### src/rtl/ring_rt_pkg.sv
package ring_rt_pkg;
  localparam int ID_W  = 5;
  localparam int NPORT = 3;

  // input and output index; higher index wins arbitration
  typedef enum logic [1:0] {
    PORT_LOC = 2'd0,
    PORT_X   = 2'd1,
    PORT_Y   = 2'd2
  } port_e;

  function automatic port_e pick_port(input logic [ID_W-1:0] self,
                                      input logic [ID_W-1:0] dst);
    if (dst[4:2] != self[4:2])      return PORT_X;
    else if (dst[1:0] != self[1:0]) return PORT_Y;
    else                            return PORT_LOC;
  endfunction
endpackage

### src/rtl/ring_fifo.sv
module ring_fifo #(
  parameter int W     = 27,
  parameter int DEPTH = 4
) (
  input  logic         clk,
  input  logic         rst,
  input  logic         wr_en,
  input  logic [W-1:0] wr_data,
  output logic         full,
  input  logic         rd_en,
  output logic         empty,
  output logic [W-1:0] rd_data
);
  localparam int AW = (DEPTH > 1) ? $clog2(DEPTH) : 1;

  logic [W-1:0]  mem [DEPTH];
  logic [AW-1:0] wp, rp;
  logic [AW:0]   cnt;

  always_ff @(posedge clk) begin
    if (wr_en) mem[wp] <= wr_data;
  end

  always_ff @(posedge clk) begin
    if (rst) begin
      wp  <= '0;
      rp  <= '0;
      cnt <= '0;
    end else begin
      if (wr_en) wp <= (wp == AW'(DEPTH-1)) ? '0 : wp + 1'b1;
      if (rd_en) rp <= (rp == AW'(DEPTH-1)) ? '0 : rp + 1'b1;
      case ({wr_en, rd_en})
        2'b10:   cnt <= cnt + 1'b1;
        2'b01:   cnt <= cnt - 1'b1;
        default: cnt <= cnt;
      endcase
    end
  end

  assign full    = (cnt == (AW+1)'(DEPTH));
  assign empty   = (cnt == '0);
  assign rd_data = mem[rp];


  fifo_no_overflow_chk: assert property (@(posedge clk) disable iff (rst)
    wr_en |-> !full);

  fifo_no_underflow_chk: assert property (@(posedge clk) disable iff (rst)
    rd_en |-> !empty);
endmodule

### src/rtl/ring_prio_arb.sv
module ring_prio_arb #(
  parameter int N = 3
) (
  input  logic         en,
  input  logic [N-1:0] want,
  output logic [N-1:0] gnt
);
  always_comb begin
    gnt = '0;
    for (int i = 0; i < N; i++) begin
      if (want[i]) gnt = N'(1) << i;
    end
    if (!en) gnt = '0;
  end
endmodule

### src/rtl/ring_out_slot.sv
module ring_out_slot #(
  parameter int W = 27,
  parameter int N = 3
) (
  input  logic                clk,
  input  logic                rst,
  input  logic [N-1:0]        gnt,
  input  logic [N-1:0][W-1:0] cand,
  input  logic                ready,
  output logic                can_load,
  output logic                valid,
  output logic [W-1:0]        data
);
  logic [W-1:0] sel;

  always_comb begin
    sel = '0;
    for (int i = 0; i < N; i++) begin
      if (gnt[i]) sel = cand[i];
    end
  end

  assign can_load = !valid || ready;

  always_ff @(posedge clk) begin
    if (rst) begin
      valid <= 1'b0;
      data  <= '0;
    end else if (can_load) begin
      valid <= |gnt;
      if (|gnt) data <= sel;
    end
  end


  slot_hold_chk: assert property (@(posedge clk) disable iff (rst)
    (valid && !ready) |=> (valid && $stable(data)));

  slot_one_grant_chk: assert property (@(posedge clk) disable iff (rst)
    $onehot0(gnt));
endmodule

### src/rtl/ring_dor_router.sv
module ring_dor_router
  import ring_rt_pkg::*;
#(
  parameter int PAYLOAD_W = 16,
  parameter int DEPTH     = 4,
  localparam int PKT_W    = 2*ID_W + 1 + PAYLOAD_W
) (
  input  logic             clk,
  input  logic             rst,
  input  logic [ID_W-1:0]  self_id,
  input  logic             loc_in_valid,
  output logic             loc_in_ready,
  input  logic [PKT_W-1:0] loc_in_data,
  input  logic             xin_valid,
  output logic             xin_ready,
  input  logic [PKT_W-1:0] xin_data,
  input  logic             yin_valid,
  output logic             yin_ready,
  input  logic [PKT_W-1:0] yin_data,
  output logic             loc_out_valid,
  input  logic             loc_out_ready,
  output logic [PKT_W-1:0] loc_out_data,
  output logic             xout_valid,
  input  logic             xout_ready,
  output logic [PKT_W-1:0] xout_data,
  output logic             yout_valid,
  input  logic             yout_ready,
  output logic [PKT_W-1:0] yout_data
);
  localparam int DST_LSB = PAYLOAD_W + 1;

  logic [NPORT-1:0]             in_v, in_r, push, pop, f_full, f_empty;
  logic [NPORT-1:0][PKT_W-1:0]  in_d, head_d, o_d;
  logic [NPORT-1:0]             o_v, o_r, can_load;
  port_e                        head_port [NPORT];
  logic [NPORT-1:0][NPORT-1:0]  want, gnt;   // [output][input]

  assign in_v = {yin_valid, xin_valid, loc_in_valid};
  assign in_d = {yin_data,  xin_data,  loc_in_data};
  assign o_r  = {yout_ready, xout_ready, loc_out_ready};
  assign {yin_ready, xin_ready, loc_in_ready}    = in_r;
  assign {yout_valid, xout_valid, loc_out_valid} = o_v;
  assign loc_out_data = o_d[PORT_LOC];
  assign xout_data    = o_d[PORT_X];
  assign yout_data    = o_d[PORT_Y];

  for (genvar i = 0; i < NPORT; i++) begin : g_in
    assign in_r[i] = !f_full[i];
    assign push[i] = in_v[i] && !f_full[i];
    ring_fifo #(.W(PKT_W), .DEPTH(DEPTH)) fifo_i (
      .clk(clk), .rst(rst),
      .wr_en(push[i]), .wr_data(in_d[i]), .full(f_full[i]),
      .rd_en(pop[i]), .empty(f_empty[i]), .rd_data(head_d[i])
    );
    assign head_port[i] = pick_port(self_id, head_d[i][DST_LSB +: ID_W]);
  end

  for (genvar o = 0; o < NPORT; o++) begin : g_out
    for (genvar i = 0; i < NPORT; i++) begin : g_want
      assign want[o][i] = !f_empty[i] && (head_port[i] == port_e'(o));
    end
    ring_prio_arb #(.N(NPORT)) arb_i (
      .en(can_load[o]), .want(want[o]), .gnt(gnt[o])
    );
    ring_out_slot #(.W(PKT_W), .N(NPORT)) slot_i (
      .clk(clk), .rst(rst), .gnt(gnt[o]), .cand(head_d),
      .ready(o_r[o]), .can_load(can_load[o]),
      .valid(o_v[o]), .data(o_d[o])
    );
  end

  always_comb begin
    pop = '0;
    for (int o = 0; o < NPORT; o++) pop |= gnt[o];
  end


  xout_route_chk: assert property (@(posedge clk) disable iff (rst)
    xout_valid |-> (xout_data[DST_LSB+2 +: 3] != self_id[4:2]));

  yout_route_chk: assert property (@(posedge clk) disable iff (rst)
    yout_valid |-> ((yout_data[DST_LSB+2 +: 3] == self_id[4:2]) &&
                    (yout_data[DST_LSB +: 2] != self_id[1:0])));

  loc_route_chk: assert property (@(posedge clk) disable iff (rst)
    loc_out_valid |-> (loc_out_data[DST_LSB +: ID_W] == self_id));

  ring_first_chk: assert property (@(posedge clk) disable iff (rst)
    (want[PORT_X][PORT_X] && want[PORT_X][PORT_LOC]) |-> !pop[PORT_LOC]);
endmodule

### config.mk
export PLATFORM = sky130hd
export DESIGN_NAME = ring_dor_router
export DESIGN_NICKNAME = d
export VERILOG_FILES = /design/src/rtl/ring_rt_pkg.sv /design/src/rtl/ring_fifo.sv /design/src/rtl/ring_prio_arb.sv /design/src/rtl/ring_out_slot.sv /design/src/rtl/ring_dor_router.sv
export SDC_FILE = /design/constraint.sdc
export NUM_CORES = 1
export LEC_CHECK = 0
export ABC_CLOCK_PERIOD_IN_PS = 4260
export BUFFER_PORTS_ARGS = -buffer_cell sky130_fd_sc_hd__buf_2
export CORE_ASPECT_RATIO = 0.9
export CORE_UTILIZATION = 36
export CTS_BUF_LIST = sky130_fd_sc_hd__clkbuf_4 sky130_fd_sc_hd__clkbuf_8 sky130_fd_sc_hd__clkbuf_16
export DETAILED_ROUTE_END_ITERATION = 10
export HOLD_SLACK_MARGIN = 0.1
export SETUP_SLACK_MARGIN = 0.3
export SYNTH_ARGS = -nofsm -noshare
export SYNTH_HDL_FRONTEND = slang
export SYNTH_SLANG_ARGS = --single-unit
### constraint.sdc
create_clock -name clk -period 4.26 [get_ports clk]
set_clock_uncertainty 0.1 [all_clocks]
set_input_delay 0.213 -clock clk [delete_from_list [all_inputs] [get_ports clk]]
set_output_delay 0.213 -clock clk [all_outputs]
set_load 0.02 [all_outputs]
; ---- Word-level counts from Yosys, hierarchy flattened
; Memories as Yosys holds them, arrays and structs flattened. A register that Yosys moved wholly into a read port is not among the register bits.
; Index checks and enable logic that the tools add are counted.
[word_totals]
reg_bits = 105
mem_count = 3
wordCells = 146
out_inout_bits = 87
ram_bits = 324
[memory_table]
columns = memory, words, word_bits, read_ports, rd_ports_with_merged_regs, write_ports, line
row1 = g_in[0].fifo_i.mem, 4, 27, 1, 1, 1, ring_fifo.sv:16  ; logic [W-1:0] mem [DEPTH];
row2 = g_in[1].fifo_i.mem, 4, 27, 1, 1, 1, ring_fifo.sv:16
row3 = g_in[2].fifo_i.mem, 4, 27, 1, 1, 1, ring_fifo.sv:16
[op_classes]
muxes = 48
eq_ne = 27
n_reduce_logical = 39
bitwise = 2
n_addsub = 12
[ops]
columns = op, count
row1 = 27-bit 2-to-1 mux, 9
row2 = 2-bit 2-to-1 mux, 21
row3 = 2-bit equality test (second input constant), 12
row4 = 3-bit 2-to-1 mux, 6
row5 = 3-bit one-hot mux with 2 select lines, 3
row6 = 2-bit by 1-bit adder with 2-bit output (second input constant), 6
row7 = 2-bit by 1-bit equality test with 1-bit output (second input constant), 6
row8 = 1-bit logical AND, 12
row9 = 3-bit by 1-bit adder with 3-bit output (second input constant), 3
row10 = 3-bit equality test (second input constant), 3
row11 = 1-bit zero test, 9
row12 = 3-bit zero test, 3
row13 = 1-bit 2-to-1 mux, 9
row14 = 3-bit inequality test, 3
row15 = 3-bit OR reduction, 3
row16 = 3-bit by 1-bit subtractor with 3-bit output (second input constant), 3
row17 = 2-bit zero test, 3
row18 = 2-bit inequality test, 3
row19 = 3-bit bitwise OR, 2
row20 = 2-bit AND reduction, 3
row21 = 2-bit nonzero test, 3
row22 = 1-bit logical OR, 3

; ---- Depth between registers and ports, before layout
; Gate-level depths: netlist of the first run.
[depth]
word_depth = 13
depth_mapped = 16
mapped_depth_nobuf = 13

; ---- By module
; A second synthesis of the first run with hierarchy kept.
[unflattened]
hier_cells = 1197
hier_area_um2 = 18282.5
[by_module_without_submodules]
columns = module, area_each_um2, cells_each, instances
row1 = ring_fifo, 4391.7, 189, 3
row2 = ring_out_slot, 1584.0, 194, 3
row3 = ring_dor_router, 265.3, 39, 1
row4 = ring_prio_arb, 30.0, 3, 3

; ---- Worst setup path after synthesis of the first run
; OpenSTA, ideal clock, no wires.
[synth_timing]
kind = reg-to-reg
from = reg with a tool-made name
to = reg g_in[1].fifo_i.cnt[2]
setup_time_ps = 70
period_less_slack_ps = 3735
arrival_time_ps = 3564
path_stages_with_launch = 16
setup_slack_ps = 525
path_buffers = 3
cell_sequence = dfxtp_1 > buf_6 > mux4_2 > xor2_1 > or4_1 > buf_2 > nand2b_1 > buf_6 > a222oi_1 > inv_1 > ha_1 > inv_1 > fa_1 > xor2_1 > or3_1 > a21oi_1
[synth_rtl]
columns = element, line
row1 = to (signal assigned), ring_fifo.sv:33  ; 2'b10: cnt <= cnt + 1'b1;
row2 = to (signal assigned), ring_fifo.sv:34  ; 2'b01: cnt <= cnt - 1'b1;
row3 = to (signal assigned), ring_fifo.sv:35  ; default: cnt <= cnt;
row4 = to (decl), ring_fifo.sv:18  ; logic [AW:0] cnt;

==> reports/metrics.cfg, run 1 <==
[grt]
grt_start_max_net_pins = 75
antenna_found_initial = 8
grt_pass1_wl_um = 72500
grt_util_met3 = 0.0533
use_met2 = 0.307
grt_pass1_vias = 11116
grt-busiest-layer = met2
overflow = 0
grt_util_all_layers = 0.202
grt_use_met1 = 0.276

[finish]
layout_common_cells = edfxtp_1, buf_2, dfxtp_1
fin_area_um2 = 21500
fillers = 4207
drive_gt1_frac = 0.288
fin_nets = 1486
layoutNonFillerInstCount = 2035
syn_to_final_growth_pct = 23.3
final_common_cell = edfxtp_1

[sta]
timing.setup.tns_ns = 0
hold_viol_final = 0
whs_ns = 0.300
worst_pin_slew_ns = 1.12
fmax_ghz = 0.267
slew_viol_final = 0
rsz0062_at_grt = no
min_period_over_period = 0.878
slew_headroom = 0.252
layout_min_cycle_time_ns = 3.74
finalSetupViolations = 0

[pwr]
power_density_nw_per_um2 = 602
p_leak_uw = 0.00744
ir_worst_vdd_mv = 0.284

[yosys]
synth_area_leaders = edfxtp_1, dfxtp_1, mux4_2, a221oi_1, nor2_1
netlist_area_um2 = 17400
synth_fa_ha_area_frac = 0.0164
synthArstFlopShare = 0
yosysWarnings = 0
synthMuxAreaShare = 0.109
ys_dominant_reg_cell = edfxtp_1
syn_inst = 1103
synth_xor_area_frac = 0.0105
yosysTopAreaCellShare = 0.558
ys_types = 50
syn_avg_cell_area_um2 = 15.8
yosys.area_share.simple = 0.0653
synth_edf_count = 324
synth_top_family_by_area = multiplexers
ys_ff_latch = 435
synth_compound_area_frac = 0.0898
syn_nets = 1218
yosysSeqAreaShare = 0.685
synth_largest_area_cell = edfxtp_1

[placement]
dpl-instance-area_um2 = 19100
place.gp.congestion = 0.905
placedCellCount = 1859
port_buffers = 180
post-dp-hpwl_um = 32700

[floorplan]
core_um2 = 47800
io_pins = 181
dieWidth_um = 234
dieArea_um2 = 49300
fp.dieH_um = 211
initial_utilization = 0.365
row_count = 76

[cts]
root_buffer = clkbuf_16
cts_tree = built
h-tree-depth = 2
clockBufferDepth = 3
clk_latency_ns = 0.56
cts_buffers = 45
cts_sinks = 435
path_clk_slew_ns = 0.06

[setup_path]
path_cells = mux4_2 -> xor2_1 -> nor4_2 -> nor2b_2 -> nor3b_4 -> nor3_4 -> inv_1 -> ha_1 -> inv_1 -> fa_1 -> xor2_1 -> or3_1 -> a21oi_1
cp.required_ns = 4.64
endpoint_kind = flip-flop
ff2ff_path_depth = 13
rrSetupSlack_ns = 0.52
critPathKind = reg -> reg
max_stage_delay_ns = 0.58
cp_max_fo = 8
crit_arrival_ns = 4.12
r2r_end = g_in[0].fifo_i.cnt[2]$_SDFFE_PP0P_
critPathCapture = g_in[0].fifo_i.cnt[2]$_SDFFE_PP0P_
crit_slowest_cell = mux4_2
startpoint_type = flip-flop

[drt]
via_count = 11260
drcViolationCount = 26
antenna_left = 0
wl_per_cell_um = 24.2
wl_um = 49300
via_per_inst = 5.53
drt_iter0_drc = 1295
dr.pass1.iters = 9

[hold_path]
hold_class = in -> reg

[status]
failed_checks = design-rule violations
status = finished, violations left

[job]
drv_cap = 0

per-layer routing:
metal	vias to the layer above	wire length [um]	part of all wire
met2	554	22500	0.46
met4	8	1700	0.034
met3	84	4860	0.099
li1	4974	-	-
met1	5640	20200	0.41
met5	-	42	0.00085
flip-flops by register name, summed over array words and instances (netlist names), named ones only:
signal and count:
g_in.fifo_i.rp 6, g_out.slot_i.valid 3, g_in.fifo_i.mem 324, g_in.fifo_i.cnt 9
g_in.fifo_i.wp 6, g_out.slot_i.data 81
worst max-delay path: cells and delay by family, from the launching register on:
family                   cells  cell delay, ns
multiplexers                 1            0.58
XOR/XNOR                     2            0.35
AND/OR/NAND/NOR              5            1.37
flip-flops                   1            0.43
buffers and inverters        2            0.13
adder cells (fa/ha/maj)      2            0.54
AO/OA/AOI/OAI                1            0.15
synthesized netlist by cell type (7+ instances only):
| master | instances |
|---|---|
| a21oi_1 | 15 |
| a221oi_1 | 78 |
| and3_1 | 12 |
| buf_2 | 13 |
| clkbuf_1 | 54 |
| dfxtp_1 | 111 |
| edfxtp_1 | 324 |
| ha_1 | 18 |
| inv_1 | 19 |
| mux4_2 | 81 |
| nand2_1 | 63 |
| nand3_1 | 32 |
| nor2_1 | 101 |
| nor3_1 | 9 |
| o31ai_1 | 28 |
| o32ai_1 | 27 |
| o41ai_1 | 27 |
| xnor2_1 | 7 |
| xor2_1 | 14 |
area by class of cell:
cell class / count / area (um^2) / area share
sequential: 435 / 12000 / 0.556
multi-input combinational: 570 / 5180 / 0.241
tap: 624 / 781 / 0.0363
clock inverter: 25 / 230 / 0.0107
inverter: 20 / 75.1 / 0.00349
clock buffer: 58 / 1240 / 0.0578
timing repair buffer: 299 / 2020 / 0.0939
antenna: 4 / 10.0 / 0.000465
timing repair:
item                                    4_1_cts  5_1_grt
gates resized for setup                       0        9
hold endpoints to repair                    348        0
endpoints found under the setup margin        0       21
hold buffers                                 87        0
buffers inserted                              0        2
logic make-up after synthesis:
logic type,Yosys count
buf+inv,98
fa+ha+maj,21
mux,88
flops,435
compound gates,191
simple gates,249
xor+xnor,21
where the power goes:
group	internal [uW]	switching, uW	total [uW]
registers	5070	246	5320
logic	1330	2370	3700
clock network	2310	1620	3920
how the worst min path moves through the flow:
stage	slack [ns]	startpoint	cells past startpoint	end
finish	0.30	yin_data[8]	2	g_in[2].fifo_i.mem[2][8]$_DFFE_PP_
global route	0.29	yin_data[8]	2	g_in[2].fifo_i.mem[2][8]$_DFFE_PP_
CTS	0.27	yin_data[13]	2	g_in[2].fifo_i.mem[1][13]$_DFFE_PP_
detailed placement	0.33	loc_in_data[22]	1	g_in[0].fifo_i.mem[0][22]$_DFFE_PP_
global placement	0.33	loc_in_data[1]	1	g_in[0].fifo_i.mem[2][1]$_DFFE_PP_
floorplan	0.21	loc_in_data[0]	0	g_in[0].fifo_i.mem[0][0]$_DFFE_PP_
metrics by stage:
stage	power (uW)	utilization	worst slack [ns]
CTS	13000	0.448	0.322
detailed placement	9000	0.399	0.318
global placement	8950	0.399	0.410
floorplan	7660	-	0.525
global route	13500	0.449	0.306
finish	12900	0.450	0.520
No activity file was read; power rests on OpenSTA's default activity.
==> run 2, diff against run 1 <==
Settings changed: ABC_CLOCK_PERIOD_IN_PS 4260 to 3700.
Clock period 4.26 ns to 3.7 ns, I/O delays scaled along.
==> reports/metrics.cfg, run 2 (synthesis results as in run 1) <==
[finish]
seq_area_um2 = 12000  ; about the same
regMostFlops = g_in.fifo_i.mem
multiInputGateArea_um2 = 5460  ; +5.3%
fin_nets = 1525  ; +2.6%
fillers = 4176  ; -0.74%
largest_reg_flops = 324  ; unchanged
final_common_cell = edfxtp_1
syn_to_final_growth_pct = 27.1
reg.largest.list = g_in.fifo_i.mem: 324 flops, g_out.slot_i.data: 81 flops, g_in.fifo_i.cnt: 9 flops
layout_common_cells = edfxtp_1, buf_2, dfxtp_1
drive_gt1_frac = 0.331  ; +0.0432

[grt]
grt_pass1_vias = 11064  ; -0.47%
grt_util_all_layers = 0.199  ; -0.00206
grt_start_max_net_pins = 75  ; unchanged
overflow = 0  ; unchanged
antenna_found_initial = 7  ; -1
grt_pass1_wl_um = 71900  ; -0.73%

[drt]
antenna_left = 0  ; unchanged
via_per_inst = 5.50  ; -0.66%
wl_um = 50000  ; +1.3%
drcViolationCount = 11  ; -58%
drt_iter0_drc = 1201  ; -7.3%
via_count = 11395  ; +1.2%
dr.pass1.iters = 9  ; unchanged
wl_per_cell_um = 24.1  ; -0.58%

[floorplan]
io_pins = 181  ; unchanged
initial_utilization = 0.365  ; unchanged
fp.dieH_um = 211  ; unchanged
dieWidth_um = 234  ; unchanged
dieArea_um2 = 49300  ; unchanged
row_count = 76  ; unchanged
core_um2 = 47800  ; unchanged

[pwr]
p_leak_uw = 0.00769  ; +3.4%
intPower_uw = 10400  ; +19%
power_frac_seq = 0.396  ; -0.015
power.total_uw = 15500  ; +20%
pwr-share-comb = 0.302  ; +0.016
power_density_nw_per_um2 = 698  ; +16%
clock_power_share = 0.302  ; about the same
p_sw_frac = 0.328  ; +0.000366
ir_worst_vdd_mv = 0.388  ; +36%
switchingPower_uw = 5070  ; +20%

[setup_path]
cp.required_ns = 4.09  ; -0.55 ns
critPathKind = reg -> reg
cp_max_fo = 4  ; -4
startpoint_type = flip-flop
crit_arrival_ns = 3.93  ; -0.19 ns
endpoint_kind = flip-flop

[placement]
port_buffers = 180  ; unchanged
place.gp.congestion = 0.887  ; -2.0%
post-dp-hpwl_um = 33500  ; +2.6%
post-place-ws_ns = -0.0210  ; -0.339 ns

[cts]
h-tree-depth = 2  ; unchanged
path_clk_slew_ns = 0.06  ; about the same
cts_tree = built
root_buffer = clkbuf_16
cts_buffers = 46  ; +2.2%
clockBufferDepth = 3  ; unchanged
clk_latency_ns = 0.57  ; about the same
cts_sinks = 435  ; unchanged

[status]
failed_checks = design-rule violations
status = finished, violations left

[sta]
fin_ws_ns = 0.158  ; -0.362 ns
slew_viol_final = 0  ; unchanged
slew_headroom = 0.355  ; +0.103
worst_pin_slew_ns = 0.966  ; -0.153 ns
hold_viol_final = 0  ; unchanged
min_period_over_period = 0.957  ; +0.0795
layout_min_cycle_time_ns = 3.54  ; -0.198 ns
fmax_ghz = 0.282  ; +5.6%
rsz0062_at_grt = yes
finalSetupViolations = 0  ; unchanged

[hold_path]
worstHoldStart = rst
hold_class = in -> reg

[job]
drv_cap = 0  ; unchanged

-- run 2: cell type report --
class	count	area share
flip-flops and latches	435	0.540
multi-input cells	572	0.246
repair buffers	335	0.106
clock buffers	61	0.0586
well taps	624	0.0352
clock inverters	24	0.0112
inverters	20	0.00339
diodes	2	0.000226
-- run 2: power by group through the flow --
stage                     combinational (uW)  sequential, uW  clock (uW)
after global routing                    4970            6170        4930
after global placement                  4260            6210           0
after CTS                               4510            6130        4750
after floorplan                         2610            6250           0
final                                   4670            6120        4680
after detailed placement                4310            6230           0
-- run 2: worst paths after layout --
check                                     endpoint  slack, ns  cells after the start
max             g_in[1].fifo_i.cnt[2]$_SDFFE_PP0P_       0.16                     12
min             g_out[2].slot_i.valid$_SDFFE_PP0N_       0.24                      3
max reg2reg     g_in[1].fifo_i.cnt[2]$_SDFFE_PP0P_       0.16                     12
min reg2reg  g_out[1].slot_i.data[18]$_SDFFE_PP0P_       0.35                      2
-- run 2: repair_timing --
action | in CTS | in global routing
pin swaps | 14 | 16
hold buffers | 86 | 0
resized for setup | 12 | 29
setup buffers | 13 | 10
cloned | 0 | 2
setup endpoints to repair | 37 | 28
hold endpoints to repair | 332 | 0
-- run 2: metrics by stage --
step	util	std cells	hold slack (ns)	TNS [ns]	area [um^2]
floorplan	-	1103	0.184	0	17500
global placement	0.403	1875	0.300	0	19300
detailed placement	0.403	1875	0.302	-0.0210	19300
CTS	0.456	2059	0.145	0	21800
global route	0.463	2073	0.246	0	22200
finish	0.463	2073	0.237	0	22200
-- run 2: per-layer routing --
metal	up-vias	part of all wire	global-route usage
met4	6	0.026	0.0602
met5	-	0.00066	0
met3	79	0.092	0.0467
li1	5052	-	-
met2	533	0.47	0.312
met1	5725	0.41	0.275
-- run 2: worst max-delay path, stage by stage (launching register included) --
cell	delay, ns
dfxtp_4	0.38
mux4_2	0.58
xor2_4	0.18
or4_4	0.57
or2_4	0.29
a222oi_1	0.31
inv_1	0.10
ha_2	0.20
inv_2	0.05
fa_1	0.16
xor2_1	0.07
or3_1	0.33
a21oi_2	0.13
==> run 3, diff against run 2 <==
Settings changed: CORE_MARGIN set to 2.
==> reports/metrics.cfg, run 3 (synthesis results as in run 1) <==
[status]
status = completed

[finish]
layoutNonFillerInstCount = 2069  ; -0.19%
reg.largest.list = g_in.fifo_i.mem: 324 flops, g_out.slot_i.data: 81 flops, g_in.fifo_i.cnt: 9 flops
syn_to_final_growth_pct = 25.6
layout_common_cells = edfxtp_1, buf_2, dfxtp_1
fin_util = 0.458  ; -0.00549
largest_reg_flops = 324  ; unchanged
final_common_cell = edfxtp_1
drive_gt1_frac = 0.318  ; -0.0132
fin_nets = 1517  ; -0.52%
regMostFlops = g_in.fifo_i.mem

[cts]
h-tree-depth = 2  ; unchanged
cts_sinks = 435  ; unchanged
clk_latency_ns = 0.57  ; about the same
cts_buffers = 46  ; unchanged
root_buffer = clkbuf_16
path_clk_slew_ns = 0.06  ; about the same
cts_tree = built
clockBufferDepth = 3  ; unchanged

[pwr]
power_density_nw_per_um2 = 699  ; +0.16%
pwr-share-comb = 0.302  ; about the same
p_sw_frac = 0.325  ; -0.00261
intPower_uw = 10300  ; -0.65%
power_frac_seq = 0.401  ; +0.005
p_leak_uw = 0.00763  ; -0.81%
ir_worst_vdd_mv = 0.397  ; +2.4%
clock_power_share = 0.297  ; -0.005
switchingPower_uw = 4970  ; -1.8%

[drt]
drt_iter0_drc = 1177  ; -2.0%
wl_um = 49600  ; -0.70%
via_count = 11486  ; +0.80%
antenna_left = 0  ; unchanged
drcViolationCount = 0  ; -11
via_per_inst = 5.55  ; +0.99%
wl_per_cell_um = 24.0  ; -0.51%
dr.pass1.iters = 5  ; -4

[placement]
port_buffers = 180  ; unchanged
post-place-ws_ns = 0.0239  ; +0.0450 ns
post-dp-hpwl_um = 33200  ; -0.90%
place.gp.congestion = 0.874  ; -1.4%
placedCellCount = 1875  ; unchanged

[floorplan]
io_pins = 181  ; unchanged
initial_utilization = 0.365  ; unchanged
dieWidth_um = 236  ; +0.85%
fp.dieH_um = 213  ; +0.95%
dieArea_um2 = 50200  ; +1.8%
row_count = 76  ; unchanged
core_um2 = 47800  ; unchanged

[sta]
min_period_over_period = 0.959  ; +0.00182
timing.setup.tns_ns = 0  ; unchanged
layout_min_cycle_time_ns = 3.55  ; +0.00674 ns
slew_viol_final = 0  ; unchanged
hold_viol_final = 0  ; unchanged
fmax_ghz = 0.282  ; -0.19%
worst_pin_slew_ns = 1.01  ; +0.0455 ns
slew_headroom = 0.324  ; -0.0308
rsz0062_at_grt = yes
finalSetupViolations = 0  ; unchanged
fin_ws_ns = 0.151  ; -0.00674 ns

[grt]
overflow = 0  ; unchanged
grt_start_max_net_pins = 75  ; unchanged
grt_util_all_layers = 0.196  ; -0.00315
antenna_found_initial = 8  ; +1
grt_pass1_wl_um = 73100  ; +1.7%
grt_pass1_vias = 11248  ; +1.7%

[hold_path]
worstHoldStart = yin_data[12]
hold_class = in -> reg
worstHoldPathCells = 2  ; -1
hold_end = g_in[2].fifo_i.mem[1][12]$_DFFE_PP_

[setup_path]
rrSetupSlack_ns = 0.15  ; about the same
ff2ff_path_depth = 13  ; +1
crit_arrival_ns = 3.94  ; about the same
cp.required_ns = 4.09  ; about the same
r2r_end = g_in[1].fifo_i.cnt[2]$_SDFFE_PP0P_
endpoint_kind = flip-flop
cp_max_fo = 5  ; +1
critPathKind = reg -> reg
startpoint_type = flip-flop

[job]
drv_cap = 0  ; unchanged

## run 3: cell count changes in the layout (fill, tap and decap cells not counted), sizes merged
cell,delta
clkinvlp,-2
buf,-7
diode,+5
dlygate4sd3,+1
nand2,-2
clkbuf,+5
bufinv,-2
inv,-2
## run 3: metrics by stage
step / instance area [um^2] / hold slack [ns] / power, uW
floorplan: 17500 / 0.184 / 8860
global placement: 19300 / 0.299 / 10400
detailed placement: 19300 / 0.301 / 10500
CTS: 21800 / 0.229 / 15300
global route: 21900 / 0.262 / 15900
finish: 21900 / 0.273 / 15300
## run 3: worst max-delay path by stage
stage	from	endpoint	slack (ns)	depth (start not counted)
5_1_grt	flip-flop	g_in[1].fifo_i.cnt[2]$_SDFFE_PP0P_	-0.005	13
3_3_place_gp	flip-flop	g_in[0].fifo_i.cnt[2]$_SDFFE_PP0P_	0.04	14
3_5_place_dp	flip-flop	g_in[0].fifo_i.cnt[2]$_SDFFE_PP0P_	0.02	14
2_1_floorplan	flip-flop	g_in[1].fifo_i.cnt[2]$_SDFFE_PP0P_	0.01	15
4_1_cts	flip-flop	g_in[0].fifo_i.cnt[2]$_SDFFE_PP0P_	0.16	13
6_report	flip-flop	g_in[1].fifo_i.cnt[2]$_SDFFE_PP0P_	0.15	13
## run 3: final cells by class
cell class              instances  area, um^2
clock buffers                  66        1360
fillers                      4176       25900
well taps                     624         781
diodes                          7        17.5
multi-input cells             570        5300
repair buffers                329        2270
inverters                      20        75.1
flip-flops and latches        435       12000
clock inverters                18         135
## run 3: power groups by stage
stage / clock network [uW] / registers (uW) / logic, uW
after global placement: 0 / 6220 / 4220
after global routing: 4820 / 6180 / 4920
after CTS: 4620 / 6140 / 4500
after detailed placement: 0 / 6230 / 4270
final: 4550 / 6130 / 4620
after floorplan: 0 / 6250 / 2610
## run 3: critical path, stage by stage (launching register included)
cell and delay (ns):
dfxtp_4 0.39, mux4_2 0.58, xor2_4 0.18, or4_4 0.53, or2_4 0.27, a222oi_1 0.28
buf_4 0.19, inv_2 0.04, ha_4 0.15, inv_2 0.05, fa_2 0.18, xor2_1 0.08
or3_1 0.33, a21oi_2 0.14
## run 3: timing repair
item,CTS,global route
setup buffers,11,5
setup endpoints to repair,8,6
hold buffers,87,0
pin swaps,9,6
endpoints found under the hold margin,351,0
resized for setup,17,12
## run 3: layer usage
layer / share of wire / routed length, um / GRT usage / vias up
met1: 0.42 / 20700 / 0.272 / 5750
met5: 0 / 0 / 0 / -
met4: 0.029 / 1430 / 0.0617 / 0
li1: - / - / - / 5058
met3: 0.098 / 4860 / 0.0507 / 90
met2: 0.46 / 22600 / 0.305 / 588
